**src/rtl/nsbaud_pkg.sv**
```systemverilog
package nsbaud_pkg;
  localparam int DIV_W  = 32;
  localparam int FRAC_W = 8;
  localparam int INT_W  = DIV_W - FRAC_W;

  typedef struct packed {
    logic [INT_W-1:0]  ns;
    logic [FRAC_W-1:0] frac;
  } period_t;
endpackage

```
**src/rtl/nsbaud_div_reg.sv**
```systemverilog
module nsbaud_div_reg
  import nsbaud_pkg::*;
#(
  parameter logic [DIV_W-1:0] RESET_DIV = 32'h0002_1E88,
  parameter int               REF_NS    = 16,
  parameter int               FRAC_DEN  = 255
) (
  input  logic             clk_i,
  input  logic             rst_ni,
  input  logic             we_i,
  input  logic [DIV_W-1:0] wdata_i,
  output period_t          period_o
);
  localparam logic [FRAC_W-1:0] FRAC_MAX = FRAC_W'(FRAC_DEN - 1);
  localparam logic [INT_W-1:0]  NS_MIN   = INT_W'(REF_NS);

  function automatic period_t legalize(input logic [DIV_W-1:0] raw);
    period_t p;
    p.ns   = raw[DIV_W-1:FRAC_W];
    p.frac = raw[FRAC_W-1:0];
    if (p.frac > FRAC_MAX) p.frac = FRAC_MAX;
    if (p.ns < NS_MIN) begin
      p.ns   = NS_MIN;
      p.frac = '0;
    end
    return p;
  endfunction

  localparam period_t RESET_PERIOD = legalize(RESET_DIV);

  period_t period_q;

  always_ff @(posedge clk_i or negedge rst_ni) begin
    if (!rst_ni) period_q <= RESET_PERIOD;
    else if (we_i) period_q <= legalize(wdata_i);
  end

  assign period_o = period_q;

  p_period_floor_r6: assert property (@(posedge clk_i) disable iff (!rst_ni)
    we_i |=> (period_q.ns >= NS_MIN));
  p_frac_sat_r7: assert property (@(posedge clk_i) disable iff (!rst_ni)
    we_i |=> (period_q.frac <= FRAC_MAX));
endmodule

```
**src/rtl/nsbaud_phase.sv**
```systemverilog
module nsbaud_phase
  import nsbaud_pkg::*;
#(
  parameter int REF_NS   = 16,
  parameter int FRAC_DEN = 255
) (
  input  logic    clk_i,
  input  logic    rst_ni,
  input  logic    clear_i,
  input  logic    step_i,
  input  period_t period_i,
  output logic    hit_o,
  output logic    tick_o
);
  localparam int ACC_W = INT_W + 1;
  localparam logic [FRAC_W:0] DEN_X = (FRAC_W+1)'(FRAC_DEN);

  logic [ACC_W-1:0]  acc_int_q;
  logic [FRAC_W-1:0] acc_frac_q;
  logic              tick_q;

  logic [ACC_W-1:0]  sum_int;
  logic [ACC_W-1:0]  per_int;
  logic              reach;
  logic              borrow;
  logic [FRAC_W:0]   frac_wide;
  logic [FRAC_W-1:0] rem_frac;
  logic [ACC_W-1:0]  rem_int;

  always_comb begin
    sum_int   = acc_int_q + ACC_W'(REF_NS);
    per_int   = ACC_W'(period_i.ns);
    reach     = (sum_int > per_int) ||
                ((sum_int == per_int) && (acc_frac_q >= period_i.frac));
    borrow    = acc_frac_q < period_i.frac;
    frac_wide = borrow ? ({1'b0, acc_frac_q} + DEN_X - {1'b0, period_i.frac})
                       : ({1'b0, acc_frac_q} - {1'b0, period_i.frac});
    rem_frac  = frac_wide[FRAC_W-1:0];
    rem_int   = sum_int - per_int - ACC_W'(borrow);
  end

  assign hit_o = step_i && !clear_i && reach;

  always_ff @(posedge clk_i or negedge rst_ni) begin
    if (!rst_ni) begin
      acc_int_q  <= '0;
      acc_frac_q <= '0;
      tick_q     <= 1'b0;
    end else if (clear_i) begin
      acc_int_q  <= '0;
      acc_frac_q <= '0;
      tick_q     <= 1'b0;
    end else if (step_i) begin
      if (reach) begin
        acc_int_q  <= rem_int;
        acc_frac_q <= rem_frac;
      end else begin
        acc_int_q  <= sum_int;
      end
      tick_q <= reach;
    end else begin
      tick_q <= 1'b0;
    end
  end

  assign tick_o = tick_q;

  p_frac_in_range_r2: assert property (@(posedge clk_i) disable iff (!rst_ni)
    acc_frac_q < FRAC_W'(FRAC_DEN));
  p_rem_below_period_r2: assert property (@(posedge clk_i) disable iff (!rst_ni)
    (acc_int_q < per_int) ||
    ((acc_int_q == per_int) && (acc_frac_q < period_i.frac)));
  p_clear_quiet_r4: assert property (@(posedge clk_i) disable iff (!rst_ni)
    clear_i |=> (!tick_q && (acc_int_q == '0) && (acc_frac_q == '0)));
  p_frozen_r5: assert property (@(posedge clk_i) disable iff (!rst_ni)
    (!step_i && !clear_i) |=> ($stable(acc_int_q) && $stable(acc_frac_q) && !tick_q));
endmodule

```
**src/rtl/nsbaud_bit_ctr.sv**
```systemverilog
module nsbaud_bit_ctr #(
  parameter int SAMPLES = 16
) (
  input  logic clk_i,
  input  logic rst_ni,
  input  logic clear_i,
  input  logic hit_i,
  output logic bit_tick_o
);
  localparam int CNT_W = (SAMPLES > 1) ? $clog2(SAMPLES) : 1;
  localparam logic [CNT_W-1:0] LAST = CNT_W'(SAMPLES - 1);

  logic [CNT_W-1:0] cnt_q;
  logic [CNT_W-1:0] cnt_next;
  logic             at_last;
  logic             bit_q;

  assign at_last = (cnt_q == LAST);

  generate
    if ((1 << CNT_W) == SAMPLES) begin : g_pow2
      assign cnt_next = cnt_q + 1'b1;
    end else begin : g_wrap
      assign cnt_next = at_last ? '0 : cnt_q + 1'b1;
    end
  endgenerate

  always_ff @(posedge clk_i or negedge rst_ni) begin
    if (!rst_ni) begin
      cnt_q <= '0;
      bit_q <= 1'b0;
    end else if (clear_i) begin
      cnt_q <= '0;
      bit_q <= 1'b0;
    end else if (hit_i) begin
      cnt_q <= cnt_next;
      bit_q <= at_last;
    end else begin
      bit_q <= 1'b0;
    end
  end

  assign bit_tick_o = bit_q;

  p_no_early_bit_r3: assert property (@(posedge clk_i) disable iff (!rst_ni)
    (hit_i && !clear_i && !at_last) |=> !bit_q);
  p_hold_count_r5: assert property (@(posedge clk_i) disable iff (!rst_ni)
    (!hit_i && !clear_i) |=> $stable(cnt_q));
endmodule

```
**src/rtl/nsbaud_gen.sv**
```systemverilog
module nsbaud_gen
  import nsbaud_pkg::*;
#(
  parameter logic [31:0] RESET_DIV = 32'h0002_1E88,
  parameter int          REF_NS    = 16,
  parameter int          FRAC_DEN  = 255,
  parameter int          SAMPLES   = 16
) (
  input  logic        clk_i,
  input  logic        rst_ni,
  input  logic        enable_i,
  input  logic        div_we_i,
  input  logic [31:0] div_wdata_i,
  output logic        sample_tick_o,
  output logic        bit_tick_o
);
  period_t period;
  logic    hit_now;

  nsbaud_div_reg #(
    .RESET_DIV (RESET_DIV),
    .REF_NS    (REF_NS),
    .FRAC_DEN  (FRAC_DEN)
  ) u_div (
    .clk_i    (clk_i),
    .rst_ni   (rst_ni),
    .we_i     (div_we_i),
    .wdata_i  (div_wdata_i),
    .period_o (period)
  );

  nsbaud_phase #(
    .REF_NS   (REF_NS),
    .FRAC_DEN (FRAC_DEN)
  ) u_phase (
    .clk_i    (clk_i),
    .rst_ni   (rst_ni),
    .clear_i  (div_we_i),
    .step_i   (enable_i),
    .period_i (period),
    .hit_o    (hit_now),
    .tick_o   (sample_tick_o)
  );

  nsbaud_bit_ctr #(
    .SAMPLES (SAMPLES)
  ) u_bits (
    .clk_i      (clk_i),
    .rst_ni     (rst_ni),
    .clear_i    (div_we_i),
    .hit_i      (hit_now),
    .bit_tick_o (bit_tick_o)
  );

  p_bit_in_sample_r3: assert property (@(posedge clk_i) disable iff (!rst_ni)
    bit_tick_o |-> sample_tick_o);
  p_write_quiet_r4: assert property (@(posedge clk_i) disable iff (!rst_ni)
    div_we_i |=> (!sample_tick_o && !bit_tick_o));
  p_idle_quiet_r5: assert property (@(posedge clk_i) disable iff (!rst_ni)
    (!enable_i && !div_we_i) |=> (!sample_tick_o && !bit_tick_o));
endmodule

```
**config.mk**
```make
export PLATFORM = sky130hd
export DESIGN_NAME = nsbaud_gen
export DESIGN_NICKNAME = d
export VERILOG_FILES = /design/src/rtl/nsbaud_pkg.sv /design/src/rtl/nsbaud_div_reg.sv /design/src/rtl/nsbaud_phase.sv /design/src/rtl/nsbaud_bit_ctr.sv /design/src/rtl/nsbaud_gen.sv
export SDC_FILE = /design/constraint.sdc
export NUM_CORES = 1
export LEC_CHECK = 0
export BUFFER_PORTS_ARGS = -buffer_cell sky130_fd_sc_hd__buf_2
export CORE_MARGIN = 3
export CORE_UTILIZATION = 30
export DETAILED_ROUTE_END_ITERATION = 8
export GPL_TIMING_DRIVEN = 0
export SLEW_MARGIN = 5
export SYNTH_ARGS = -nofsm -noshare
export SYNTH_HDL_FRONTEND = slang
export SYNTH_SLANG_ARGS = --single-unit
```
**constraint.sdc**
```tcl
create_clock -name clk_i -period 9.1 [get_ports clk_i]
set_clock_uncertainty 0.15 [all_clocks]
set_input_delay 1.365 -clock clk_i [delete_from_list [all_inputs] [get_ports clk_i]]
set_output_delay 1.365 -clock clk_i [all_outputs]
set_load 0.01 [all_outputs]
```
; ---- Word level (Yosys, flattened, before mapping)
; Index checks and enable logic that the tools add are counted.
[word_totals]
regBits = 71
romBits = 0
latchBits = 0
out_inout_bits = 2
wordCells = 45
input_bits = 36
n_memories = 0
ramBits = 0
[classes]
n_addsub = 7
mux = 15
order_cmp = 5
n_eq_ne = 2
bitwise_logic = 0
n_shift = 0
div = 0
multipliers = 0
reduce_logical = 9
[op_table]
columns = cell, count
row1 = 25-bit two-way mux, 3
row2 = 8-bit two-way mux, 5
row3 = 32-bit two-way mux, 1
row4 = 25-bit by 5-bit adder with 25-bit output (second input constant), 1
row5 = 25-bit by 24-bit == test with 1-bit output, 1
row6 = 25-bit by 24-bit > comparator with 1-bit output, 1
row7 = 25-bit by 1-bit subtractor with 25-bit output, 1
row8 = 25-bit by 24-bit subtractor with 25-bit output, 1
row9 = 24-bit by 5-bit < comparator with 1-bit output (second input constant), 1
row10 = 8-bit subtractor, 2
row11 = 8-bit adder (second input constant), 1
row12 = 8-bit greater-or-equal comparator, 1
row13 = 8-bit > comparator (second input constant), 1
row14 = 8-bit < comparator, 1
row15 = 4-bit two-way mux, 2
row16 = 2-bit nonzero test, 3
row17 = 4-bit by 1-bit adder with 4-bit output (second input constant), 1
row18 = 4-bit == test (second input constant), 1
row19 = 1-bit two-way mux, 4
row20 = 1-bit logical AND, 3
row21 = 2-bit AND reduction, 1
row22 = 1-bit zero test, 1
row23 = 1-bit logical OR, 1

; ---- Depth between registers and ports, before layout
; Gate-level depths: netlist of the first run.
[logic_depth]
depth_word = 7
depth_mapped = 21
mapped_depth_nobuf = 21

; ---- Cells and area by module
; A second synthesis of the first run with hierarchy kept.
[hier_totals]
cells_unflattened = 775
area_unflattened_um2 = 6667.6
[modules_own_cells]
columns = mod, area_per_inst_um2, n_inst, cells_per_inst, seq_area_each_um2
row1 = nsbaud_phase, 5159.9, 1, 676, 850.8
row2 = nsbaud_div_reg, 1255.0, 1, 80, 809.5
row3 = nsbaud_bit_ctr, 252.7, 1, 19, 125.1

; ---- Worst setup path before layout of the first run
; Ideal clock, no wire load.
[synth_timing]
path_type = flip-flop to flip-flop
start = register u_div.period_q (netlist bit u_div.period_o[3])
end = register u_phase.acc_int_q[18]
arrival_time_ns = 4.060
synth_period_minus_slack_ns = 4.342
path_slack_ns = 4.758
path_buffers = 1
stages_incl_launch_ff = 21
setup_time_ns = 0.132
t_required_ns = 8.818
path_cell_list = dfstp_2 -> inv_1 -> ha_1 -> buf_2 -> a21oi_1 -> a21oi_1 -> nor2_2 -> inv_1 -> fa_1 -> inv_1 -> ha_1 -> nor2_1 -> fa_1 -> a21boi_0 -> o221ai_2 -> o211ai_1 -> a31oi_1 -> o21a_1 -> xnor2_1 -> a221oi_1 -> nor2_1
[synth_between]
elab_chain_len = 6
elab_cells_between_ends = 8
cone_classes = 1 x add/sub / 2 x order compare / 3 x mux / 2 x reduce/logical
[synth_lines]
columns = item, line_no
row1 = start: declaration, nsbaud_div_reg.sv:31  ; period_t period_q;
row2 = start signal: assignment, nsbaud_div_reg.sv:35  ; else if (we_i) period_q <= legalize(wdata_i);
row3 = branches (longest 3 deep; another with 25-bit by 1-bit subtractor with 25-bit output), --
row4 = 25-bit two-way mux (*), nsbaud_phase.sv:54  ; if (reach) begin
row5 = 25-bit two-way mux (*), nsbaud_phase.sv:53  ; end else if (step_i) begin
row6 = 25-bit two-way mux (*), nsbaud_phase.sv:49  ; end else if (clear_i) begin
row7 = end signal: assignment, nsbaud_phase.sv:55  ; acc_int_q <= rem_int;
row8 = end signal: assignment, nsbaud_phase.sv:58  ; acc_int_q <= sum_int;
row9 = end: declaration, nsbaud_phase.sv:18  ; logic [ACC_W-1:0] acc_int_q;
; Every way passes the cells marked *. The select of a mux whose other input is x is not followed.
; A chain may end at the register's enable or synchronous reset.

; ---- Final worst setup path of the first run
; Same ends and word-level chain as after synthesis.

==> results of run 1 <==
-- through the flow --
stage                     cell area [sq um]  cells  worst slack (ns)  hold WS (ns)
after floorplan                        6520    796              4.76         0.330
after global placement                 7040   1106              4.02         0.354
after detailed placement               7070   1107              4.00         0.363
after CTS                              7400   1123              3.94         0.374
after global routing                   7400   1123              3.56         0.388
final                                  7400   1123              3.90         0.370
-- worst max-delay path, cell delays in order (launching register included) --
cell	delay, ns
sky130_fd_sc_hd__dfstp_2	0.51
sky130_fd_sc_hd__inv_1	0.05
sky130_fd_sc_hd__ha_1	0.27
sky130_fd_sc_hd__buf_2	0.17
sky130_fd_sc_hd__a21oi_1	0.08
sky130_fd_sc_hd__a21oi_1	0.30
sky130_fd_sc_hd__nor2_2	0.12
sky130_fd_sc_hd__inv_1	0.18
sky130_fd_sc_hd__fa_1	0.46
sky130_fd_sc_hd__inv_1	0.07
sky130_fd_sc_hd__ha_1	0.15
sky130_fd_sc_hd__nor2_1	0.06
sky130_fd_sc_hd__fa_1	0.40
sky130_fd_sc_hd__a21boi_0	0.36
sky130_fd_sc_hd__o221ai_2	0.25
sky130_fd_sc_hd__o211ai_1	0.41
sky130_fd_sc_hd__a31oi_1	0.27
sky130_fd_sc_hd__o21a_1	0.26
sky130_fd_sc_hd__xnor2_1	0.15
sky130_fd_sc_hd__a221oi_1	0.32
sky130_fd_sc_hd__nor2_1	0.07
-- area by class of cell --
type | count | area [sq um] | area share (%)
buffer | 31 | 161 | 2.18
tap | 275 | 344 | 4.65
clock inverter | 5 | 106 | 1.44
timing repair buffer | 36 | 205 | 2.77
inverter | 119 | 447 | 6.03
sequential | 71 | 1790 | 24.1
multi-input combinational | 575 | 4120 | 55.7
clock buffer | 11 | 233 | 3.14
-- routing by layer --
layer / share of wire [%] / wire (microns) / up-vias
met2: 48 / 8330 / 101
li1: - / - / 2825
met3: 3.4 / 596 / 25
met4: 2.1 / 363 / 0
met5: 0 / 0 / -
met1: 46 / 8000 / 2732
-- final timing paths --
check,endpoint,cells after the start,startpoint
worst min-delay path,u_div.period_o[12],2,u_div.period_o[12]
worst max-delay path,u_phase.acc_int_q[18],20,u_div.period_o[3]
min in group asynchronous,u_phase.acc_frac_q[0],1,rst_ni
worst max register to register,u_phase.acc_int_q[18],20,u_div.period_o[3]
worst min register to register,u_div.period_o[12],2,u_div.period_o[12]
max in group asynchronous,u_div.period_o[12],2,rst_ni
-- cell families after synthesis --
kind of cell	count (synthesis)	share of synthesized area, %
AND/OR/NAND/NOR	229	17.2
AO/OA/AOI/OAI	193	19.2
flip-flops	71	27.4
multiplexers	10	1.56
XOR/XNOR	48	6.57
buffers and inverters	150	9.33
adder cells (fa/ha/maj)	95	18.7
-- cells in the final DEF (no fill, tap or decap), drive strengths merged, types with 7 or more instances in the layout --
| cell | n |
|---|---|
| a211oi | 13 |
| a21o | 14 |
| a21oi | 53 |
| a31oi | 7 |
| and3 | 12 |
| and4 | 8 |
| buf | 47 |
| clkbuf | 31 |
| dfrtp | 64 |
| dfstp | 7 |
| ha | 91 |
| inv | 118 |
| mux2i | 9 |
| nand2 | 78 |
| nand3 | 33 |
| nand4 | 12 |
| nor2 | 45 |
| nor3 | 12 |
| nor4 | 7 |
| o211ai | 9 |
| o21ai | 62 |
| xnor2 | 32 |
| xor2 | 16 |
-- report_power, final --
group / leakage (nW) / internal, mW / switching, mW
Clock: 0.160 / 0.269 / 0.148
Combinational: 2.46 / 0.235 / 0.348
Sequential: 0.909 / 0.344 / 0.0229
Total: 3.53 / 0.848 / 0.519
-- state kept, by name, indices dropped and copies added (netlist names) --
signal and cells:
u_bits.bit_tick_o 1, u_phase.acc_int_q 25, u_phase.acc_frac_q 8, u_div.period_o 32, u_bits.cnt_q 4, u_phase.tick_o 1
==> PnR_summary.wiki, run 1 <==
{| class="wikitable"
! Metric !! Value
|-
| Run status || finished, final reports clean
|-
| Post-CTS setup-driven buffer insertion count || 0
|-
| Final weighted congestion in routability-driven placement || 0.849
|-
| CTS tree || yes
|-
| Avg Vias per Cell || 5.06
|-
| Final critical-path share of the clock period || 57.1%
|-
| Worst min-delay path category || reg2reg
|-
| Number of pins with negative max-slew slack in the final report || 0
|-
| Register area share after synthesis || 27.4%
|-
| Mapped Area || 6520 sq um
|-
| Post-Syn Nets || 927
|-
| Total half-perimeter wirelength after legalization and detailed placement || 13600 microns
|-
| Number of library cell types mapped by synthesis || 63
|-
| Number of enable-type register cells in the synthesized netlist || 0
|-
| Global-route met2 utilization || 25.3%
|-
| Post_cts resized || 0
|-
| # IOs || 38
|-
| Required time of the critical path || 9.17 ns
|-
| # diodes || 0
|-
| Total power || 1.37 mW
|-
| Post-synthesis cell count || 796
|-
| Share of the core filled with cells || 35.0%
|-
| Global route overflow || 0
|-
| Number of violations reported at the end of detailed-routing iteration 0 || 384
|-
| Post-detailed-route count of antenna-violating nets || 0
|-
| Final setup fails || 0
|-
| Clock latency at the later pin of the worst-skew pair || 0.35 ns
|-
| Critical Setup Path Class || reg2reg
|-
| DIE AREA || 23500 sq um
|-
| Crit Path Max Fanout || 7
|-
| Drt wl/cell || 15.4 microns
|-
| GR Util All Layers || 15.0%
|-
| DR DRC count || 0
|-
| Deepest clock path buffer count || 2
|-
| Setup crit end kind || flip-flop
|-
| Layer with the highest usage after global routing || met2
|-
| Arrival time at the worst endpoint || 5.27 ns
|-
| Synth area leader || sky130_fd_sc_hd__dfrtp_1
|-
| Async SR Flop Fraction || 100%
|-
| Cell types occupying the most area after synthesis || sky130_fd_sc_hd__dfrtp_1, sky130_fd_sc_hd__ha_1, sky130_fd_sc_hd__inv_1
|-
| Inserted Clock Buffers || 9
|-
| Ratio of cells with drive above 1 in the final layout || 9.79%
|-
| Pin count of the biggest net entering global routing || 51
|-
| Final net count || 974
|-
| Antenna violations before repair || 0
|-
| Pwr Density || 185 nW/um^2
|-
| Die Span Y || 153 microns
|-
| Leading cell type by number of instances after synthesis || sky130_fd_sc_hd__inv_1
|-
| Core Region || 21200 sq um
|-
| Number of global-route vias before repair || 5632
|-
| Register-to-Register Setup Slack || 3.90 ns
|-
| Area grow syn2layout || 13.6%
|-
| Number of fillers in the final layout || 2225
|-
| First-pass GRT wire length || 28600 microns
|-
| Total of buffers placed on input and output ports || 35
|-
| Final min period || 5.20 ns
|-
| Met1 routing resource usage after global routing || 19.9%
|-
| Clock Pin Slew Worst Setup and Hold Paths || 0.06 ns
|-
| Final hold vios || 0
|-
| Number of placement rows || 53
|-
| Initial core utilization || 30.8%
|-
| Area share of the largest cell type after synthesis || 24.6%
|-
| Clock tree sinks || 71
|-
| Top_reg_cell synth || sky130_fd_sc_hd__dfrtp_1
|-
| Synthesis warning total || 0
|-
| Setup repair after global routing missed its margin || no
|-
| Met3 track demand over resource || 2.07%
|-
| Routed wire length || 17300 microns
|-
| Peak supply drop || 95.0 uV
|-
| Average footprint of a synthesized cell || 8.19 sq um
|-
| Worst Max-Slew Pin Slew || 0.640 ns
|-
| Count of state elements after synthesis || 71
|-
| Total Negative Setup Slacks || 0 ns
|-
| Maximum operating frequency || 0.192 GHz
|-
| Reported max-cap violation count || 0
|-
| Worst slew margin || 57.4%
|-
| Number of detailed-route iterations in the first pass || 5
|-
| Vias after detailed routing || 5683
|-
| Element type at the critical path start || flip-flop
|-
| Static leakage power || 3.53 nW
|-
| Horizontal extent of the die || 153 microns
|-
| Root Buffer Master || sky130_fd_sc_hd__clkbuf_16
|-
| Max H-tree Level || 3
|-
| Post-synth top cells || sky130_fd_sc_hd__inv_1, sky130_fd_sc_hd__ha_1, sky130_fd_sc_hd__nand2_1
|-
| Post-CTS Hold Buffers || 0
|}
No activity file was read; power rests on OpenSTA's default activity.
==> inputs of run 2 (changes only) <==
- clock period: 9.1 -> 5.4 ns (I/O delays scaled with it)
==> run 2 against run 1 <==
Net effect:
- worst hold slack worse by 0.16 ns
- flip-flop and latch count stayed put
- core utilization is the same
- final area did not move
- count of clock-buffer cells in the layout unchanged
- first-iteration DRC count rose by 0.26%
- non-clock buffer count unchanged
- cell count unchanged
- critical path depth stayed put
- global-route usage is the same
- combinational power rose by 69%
==> PnR_summary.wiki, run 2 (same netlist as run 1, synthesis figures left out) <==
{| class="wikitable"
! Metric !! Value
|-
| DR DRC count || 0 (unchanged)
|-
| Area taken by flip-flops and latches || 1790 sq um (unchanged)
|-
| CTS tree || yes (unchanged)
|-
| Startpoint of the worst-slack reg-to-reg timing path || u_div.period_o[3] (unchanged)
|-
| Vias after detailed routing || 5681 (was 5683)
|-
| Setup crit end kind || flip-flop (unchanged)
|-
| Post_cts resized || 0 (unchanged)
|-
| Final min period || 5.08 ns (was 5.20 ns)
|-
| Area grow syn2layout || 13.6% (unchanged)
|-
| Final net count || 974 (unchanged)
|-
| Clock latency at the later pin of the worst-skew pair || 0.35 ns (about the same)
|-
| Area occupied by multi-input gates || 4120 sq um (unchanged)
|-
| Required time of the critical path || 5.47 ns (was 9.17 ns)
|-
| Final setup fails || 0 (unchanged)
|-
| Total of buffers placed on input and output ports || 35 (unchanged)
|-
| Number of fillers in the final layout || 2225 (unchanged)
|-
| Reported max-cap violation count || 0 (unchanged)
|-
| Clock tree sinks || 71 (unchanged)
|-
| Number of global-route vias before repair || 5632 (unchanged)
|-
| Core Region || 21200 sq um (unchanged)
|-
| Avg Vias per Cell || 5.06 (about the same)
|-
| Number of placement rows || 53 (unchanged)
|-
| Inserted Clock Buffers || 9 (unchanged)
|-
| Routed wire length || 17300 microns (about the same)
|-
| Worst Max-Slew Pin Slew || 0.643 ns (was 0.640 ns)
|-
| First-pass GRT wire length || 28600 microns (unchanged)
|-
| Commonest non-fill, non-tap cells in the layout || sky130_fd_sc_hd__inv_1, sky130_fd_sc_hd__ha_1, sky130_fd_sc_hd__nand2_1 (unchanged)
|-
| Worst slew margin || 57.1% (was 57.4%)
|-
| Static leakage power || 3.53 nW (about the same)
|-
| Post-detailed-route count of antenna-violating nets || 0 (unchanged)
|-
| Final critical-path share of the clock period || 94.1% (was 57.1%)
|-
| Critical path startpoint || u_div.period_o[3] (unchanged)
|-
| Initial core utilization || 30.8% (unchanged)
|-
| Drt wl/cell || 15.4 microns (about the same)
|-
| Total Negative Setup Slacks || 0 ns (unchanged)
|-
| Run status || finished, final reports clean (unchanged)
|-
| Number of violations reported at the end of detailed-routing iteration 0 || 385 (was 384)
|-
| Most common cell after layout, fill and taps aside || sky130_fd_sc_hd__inv_1 (unchanged)
|-
| # diodes || 0 (unchanged)
|-
| Final hold vios || 0 (unchanged)
|-
| Global route overflow || 0 (unchanged)
|-
| Total half-perimeter wirelength after legalization and detailed placement || 13600 microns (unchanged)
|-
| Antenna violations before repair || 0 (unchanged)
|-
| Die Span Y || 153 microns (unchanged)
|-
| Maximum operating frequency || 0.197 GHz (was 0.192 GHz)
|-
| Ratio of cells with drive above 1 in the final layout || 9.79% (unchanged)
|-
| Root Buffer Master || sky130_fd_sc_hd__clkbuf_16 (unchanged)
|-
| Crit Path Max Fanout || 7 (unchanged)
|-
| DIE AREA || 23500 sq um (unchanged)
|-
| Flip-flop count of the largest register after layout || 32 (unchanged)
|-
| Pin count of the biggest net entering global routing || 51 (unchanged)
|-
| Pwr Density || 311 nW/um^2 (was 185 nW/um^2)
|-
| Final weighted congestion in routability-driven placement || 0.849 (unchanged)
|-
| Clock Pin Slew Worst Setup and Hold Paths || 0.06 ns (about the same)
|-
| Max H-tree Level || 3 (unchanged)
|-
| Critical Setup Path Class || reg2reg (unchanged)
|-
| Horizontal extent of the die || 153 microns (unchanged)
|-
| Final cell count without fillers || 1123 (unchanged)
|-
| Post-CTS setup-driven buffer insertion count || 0 (unchanged)
|-
| GR Util All Layers || 15.0% (unchanged)
|-
| Number of pins with negative max-slew slack in the final report || 0 (unchanged)
|-
| Element type at the critical path start || flip-flop (unchanged)
|-
| Number of detailed-route iterations in the first pass || 5 (unchanged)
|-
| Setup repair after global routing missed its margin || no (unchanged)
|-
| # IOs || 38 (unchanged)
|-
| Worst min-delay path category || in2async (was reg2reg)
|-
| Placed Cells incl. Taps || 1107 (unchanged)
|-
| Arrival time at the worst endpoint || 5.15 ns (was 5.27 ns)
|-
| Deepest clock path buffer count || 2 (unchanged)
|-
| Peak supply drop || 160 uV (was 95.0 uV)
|-
| Post-CTS Hold Buffers || 0 (unchanged)
|}
==> run 2: cell counts in the layout (fill, tap and decap cells not counted) <==
Identical to the previous run, type by type.
==> run 2: final cells by class <==
class                           instances  area share [%]
Timing Repair Buffer                   36            2.77
Inverter                              119            6.03
Clock inverter                          5            1.44
Multi-Input combinational cell        575            55.7
Sequential cell                        71            24.1
Tap cell                              275            4.65
Buffer                                 31            2.18
Clock buffer                           11            3.14
==> run 2: through the flow <==
step                      power, mW  hold WS, ns  instance area, sq um  worst slack, ns  util [%]
after floorplan                1.37        0.330                  6520             1.06         -
after global placement         1.59        0.354                  7040            0.325      33.3
after detailed placement       1.60        0.363                  7070            0.297      33.4
after CTS                      2.32        0.202                  7400            0.236      35.0
after global routing           2.48        0.221                  7400          0.00342      35.0
final                          2.30        0.206                  7400            0.319      35.0
==> run 2: power by group <==
| group | internal, mW | switching, mW | leakage [nW] | total (mW) |
|---|---|---|---|---|
| clock network | 0.453 | 0.250 | 0.160 | 0.702 |
| registers | 0.580 | 0.0386 | 0.909 | 0.619 |
| logic | 0.396 | 0.586 | 2.46 | 0.983 |
==> run 2: worst max-delay path, cell delays in order, from the launching register on <==
cell                       delay, ns
sky130_fd_sc_hd__dfstp_2        0.51
sky130_fd_sc_hd__inv_1          0.05
sky130_fd_sc_hd__ha_1           0.27
sky130_fd_sc_hd__buf_2          0.17
sky130_fd_sc_hd__a21oi_1        0.08
sky130_fd_sc_hd__a21oi_1        0.30
sky130_fd_sc_hd__nor2_2         0.12
sky130_fd_sc_hd__inv_1          0.18
sky130_fd_sc_hd__fa_1           0.46
sky130_fd_sc_hd__inv_1          0.07
sky130_fd_sc_hd__ha_1           0.15
sky130_fd_sc_hd__nor2_1         0.06
sky130_fd_sc_hd__fa_1           0.41
sky130_fd_sc_hd__a21boi_1       0.27
sky130_fd_sc_hd__o221ai_2       0.22
sky130_fd_sc_hd__o211ai_1       0.41
sky130_fd_sc_hd__a31oi_1        0.27
sky130_fd_sc_hd__o21a_1         0.26
sky130_fd_sc_hd__xnor2_1        0.15
sky130_fd_sc_hd__a221oi_1       0.32
sky130_fd_sc_hd__nor2_1         0.07
==> run 2: worst paths after layout <==
check                                        end  slack (ns)  cells past startpoint
min                        u_phase.acc_frac_q[0]        0.21                      1
max                        u_phase.acc_int_q[18]        0.32                     20
min in group clk_i            u_div.period_o[12]        0.37                      2
max in group asynchronous     u_div.period_o[12]        4.27                      2
min reg2reg                   u_div.period_o[12]        0.37                      2
max reg2reg                u_phase.acc_int_q[18]        0.32                     20
==> run 2: metal layers <==
metal	vias to the layer above	global-route usage [%]	part of all wire (%)
met4	0	4.96	2.1
li1	2824	-	-
met1	2721	19.9	46
met5	-	0	0
met2	111	25.3	48
met3	25	2.07	3.7
==> inputs of run 3 (changes only) <==
- SKIP_LAST_GASP: not set -> 1
- clock period: 5.4 -> 5 ns (I/O delays scaled with it)
==> run 3 against run 2 <==
Net effect:
- via count shrank 0.19%
- cell count is essentially flat
- critical path depth grew 1
- flip-flop and latch count is the same
- sequential power grew 8.1%
- sequential share of layout area shrank 0.16 points
- routed wire length grew 0.37%
- largest cell class unchanged
==> PnR_summary.wiki, run 3 (same netlist as run 1, synthesis figures left out) <==
{| class="wikitable"
! Metric !! Value
|-
| Seq pwr share || 26.6% (was 26.9%)
|-
| Run status || finished, final reports clean (unchanged)
|-
| Library cell contributing the largest single delay on the critical path || sky130_fd_sc_hd__dfstp_2 (unchanged)
|-
| DIE AREA || 23500 sq um (unchanged)
|-
| Depth of the most critical reg-to-reg path || 21 (was 20)
|-
| Setup crit end kind || flip-flop (unchanged)
|-
| Worst Max-Slew Pin Slew || 0.640 ns (was 0.643 ns)
|-
| Final hold vios || 0 (unchanged)
|-
| Flip-flop count of the largest register after layout || 32 (unchanged)
|-
| Critical Setup Path Class || reg2reg (unchanged)
|-
| Reported max-cap violation count || 0 (unchanged)
|-
| Number of placement rows || 53 (unchanged)
|-
| Required time of the critical path || 5.07 ns (was 5.47 ns)
|-
| Clock tree sinks || 71 (unchanged)
|-
| Clock latency at the later pin of the worst-skew pair || 0.35 ns (about the same)
|-
| Startpoint of the worst-slack reg-to-reg timing path || u_div.period_o[3] (unchanged)
|-
| Most common cell after layout, fill and taps aside || sky130_fd_sc_hd__inv_1 (unchanged)
|-
| Met3 routed WL || 592 microns (was 635 microns)
|-
| Number of detailed-route iterations in the first pass || 5 (unchanged)
|-
| Worst slack at placement || -0.103 ns (was 0.297 ns)
|-
| Number of pins with negative max-slew slack in the final report || 0 (unchanged)
|-
| Total half-perimeter wirelength after legalization and detailed placement || 13600 microns (unchanged)
|-
| Routed wire length || 17300 microns (about the same)
|-
| Cell internal pwr || 1.55 mW (was 1.43 mW)
|-
| Total of buffers placed on input and output ports || 35 (unchanged)
|-
| Global route overflow || 0 (unchanged)
|-
| Post-detailed-route count of antenna-violating nets || 0 (unchanged)
|-
| Commonest non-fill, non-tap cells in the layout || sky130_fd_sc_hd__inv_1, sky130_fd_sc_hd__ha_1, sky130_fd_sc_hd__nand2_1 (unchanged)
|-
| Final min period || 4.74 ns (was 5.08 ns)
|-
| Area grow syn2layout || 14.4% (was 13.6%)
|-
| Gate family responsible for the most delay along the worst path || compound AO/OA/AOI/OAI gates (unchanged)
|-
| Arrival time at the worst endpoint || 4.81 ns (was 5.15 ns)
|-
| Pwr Density || 337 nW/um^2 (was 311 nW/um^2)
|-
| Share of the core filled with cells || 35.2% (was 35.0%)
|-
| Deepest clock path buffer count || 2 (unchanged)
|-
| Clock Pin Slew Worst Setup and Hold Paths || 0.06 ns (about the same)
|-
| Ratio of cells with drive above 1 in the final layout || 10.5% (was 9.79%)
|-
| Worst slew margin || 57.3% (was 57.1%)
|-
| Register-to-Register Setup Slack || 0.26 ns (was 0.32 ns)
|-
| Drt wl/cell || 15.4 microns (about the same)
|-
| Final weighted congestion in routability-driven placement || 0.849 (unchanged)
|-
| # IOs || 38 (unchanged)
|-
| Number of global-route vias before repair || 5635 (was 5632)
|-
| Max H-tree Level || 3 (unchanged)
|-
| Hold slack final || 0.144 ns (was 0.206 ns)
|-
| Pin count of the biggest net entering global routing || 51 (unchanged)
|-
| # diodes || 0 (unchanged)
|-
| Clock Power Share || 30.3% (was 30.5%)
|-
| Die Span Y || 153 microns (unchanged)
|-
| Crit-path max cell delay || 0.51 ns (about the same)
|-
| Met1 Wirelength || 8100 microns (was 7980 microns)
|-
| Worst Setup Slack, final || 0.264 ns (was 0.319 ns)
|-
| First-pass GRT wire length || 28600 microns (about the same)
|-
| Core Region || 21200 sq um (unchanged)
|-
| Static leakage power || 3.54 nW (was 3.53 nW)
|-
| Vias after detailed routing || 5670 (was 5681)
|-
| Maximum operating frequency || 0.211 GHz (was 0.197 GHz)
|-
| Power share of the combinational group || 43.1% (was 42.6%)
|-
| DR DRC count || 0 (unchanged)
|-
| Buffering stage count on the worst path with inverters included || 5 (was 4)
|-
| Root Buffer Master || sky130_fd_sc_hd__clkbuf_16 (unchanged)
|-
| Horizontal extent of the die || 153 microns (unchanged)
|-
| Antenna violations before repair || 0 (unchanged)
|-
| Critical Path, Cell by Cell || inv_1 -> ha_1 -> buf_2 -> nand3_1 -> a21oi_4 -> nor2_4 -> inv_2 -> fa_1 -> inv_1 -> ha_1 -> nor2_1 -> fa_1 -> a21boi_2 -> o221ai_4 -> o211ai_1 -> buf_4 -> a31oi_2 -> o21a_1 -> xnor2_1 -> a221oi_1 -> nor2_1 (was inv_1 -> ha_1 -> buf_2 -> a21oi_1 -> a21oi_1 -> nor2_2 -> inv_1 -> fa_1 -> inv_1 -> ha_1 -> nor2_1 -> fa_1 -> a21boi_1 -> o221ai_2 -> o211ai_1 -> a31oi_1 -> o21a_1 -> xnor2_1 -> a221oi_1 -> nor2_1)
|-
| Highest metal layer used by the detailed router || met4 (unchanged)
|-
| GR Util All Layers || 15.0% (unchanged)
|-
| Switch share || 38.1% (was 38.0%)
|-
| Met2 routed wirelength || 8320 microns (was 8310 microns)
|-
| Avg Vias per Cell || 5.04 (was 5.06)
|-
| Worst reg2reg path endpoint || u_phase.acc_int_q[18] (unchanged)
|-
| Peak supply drop || 173 uV (was 160 uV)
|-
| Final critical-path share of the clock period || 94.7% (was 94.1%)
|-
| CTS tree || yes (unchanged)
|-
| Inserted Clock Buffers || 9 (unchanged)
|-
| Worst min-delay path category || in2async (unchanged)
|-
| Number of violations reported at the end of detailed-routing iteration 0 || 327 (was 385)
|-
| Crit Path Max Fanout || 7 (unchanged)
|-
| Switching power || 0.955 mW (was 0.875 mW)
|-
| Element type at the critical path start || flip-flop (unchanged)
|-
| Initial core utilization || 30.8% (unchanged)
|-
| Final net count || 975 (was 974)
|-
| Final setup fails || 0 (unchanged)
|}
## run 3: changes by cell type in the layout (fill, tap and decap cells not counted), sizes merged
cell and change:
buf +1
## run 3: worst max-delay path by stage
stage                                  endpoint  slack (ns)  depth (start not counted)              start
after detailed placement  u_phase.acc_int_q[18]       -0.10                         20  u_div.period_o[3]
after floorplan           u_phase.acc_int_q[18]        0.66                         20  u_div.period_o[3]
after global routing      u_phase.acc_int_q[18]       -0.03                         21  u_div.period_o[3]
after global placement    u_phase.acc_int_q[18]       -0.08                         20  u_div.period_o[3]
after CTS                 u_phase.acc_int_q[18]        0.05                         21  u_div.period_o[3]
final                     u_phase.acc_int_q[18]        0.26                         21  u_div.period_o[3]
## run 3: area by class of cell
cell class,instances,area (sq um)
fill,2224,13700
multi-input combinational,575,4160
sequential,71,1790
inverter,119,447
tap,275,344
clock buffer,11,233
timing repair buffer,37,213
buffer,31,161
clock inverter,5,106
## run 3: layer usage
metal | vias to the layer above | global-route usage, %
met5 | - | 0
met4 | 0 | 4.96
met3 | 20 | 2.07
met2 | 94 | 25.3
met1 | 2726 | 19.9
li1 | 2830 | -
## run 3: metrics by stage
stage | TNS, ns | std cells | power [mW] | instance area [sq um]
6_report | 0 | 1124 | 2.51 | 7450
3_3_place_gp | -0.138 | 1106 | 1.72 | 7040
4_1_cts | 0 | 1124 | 2.51 | 7410
3_5_place_dp | -0.179 | 1107 | 1.73 | 7070
2_1_floorplan | 0 | 796 | 1.48 | 6520
5_1_grt | -0.0422 | 1124 | 2.70 | 7450
## run 3: timing repair
| item | 4_1_cts | 5_1_grt |
|---|---|---|
| setup buffers | 1 | 0 |
| gates resized for setup | 1 | 8 |
| pin swaps | 1 | 1 |
| hold buffers | 0 | 0 |
| hold endpoints to repair | 0 | 0 |
| endpoints found under the setup margin | 4 | 8 |
## run 3: power by group through the flow
stage          registers (mW)  logic, mW  clock network [mW]
2_1_floorplan           0.668      0.808                   0
3_3_place_gp            0.676       1.04                   0
3_5_place_dp            0.678       1.05                   0
4_1_cts                 0.668       1.07               0.776
5_1_grt                 0.675       1.23               0.794
6_report                0.669       1.08               0.760
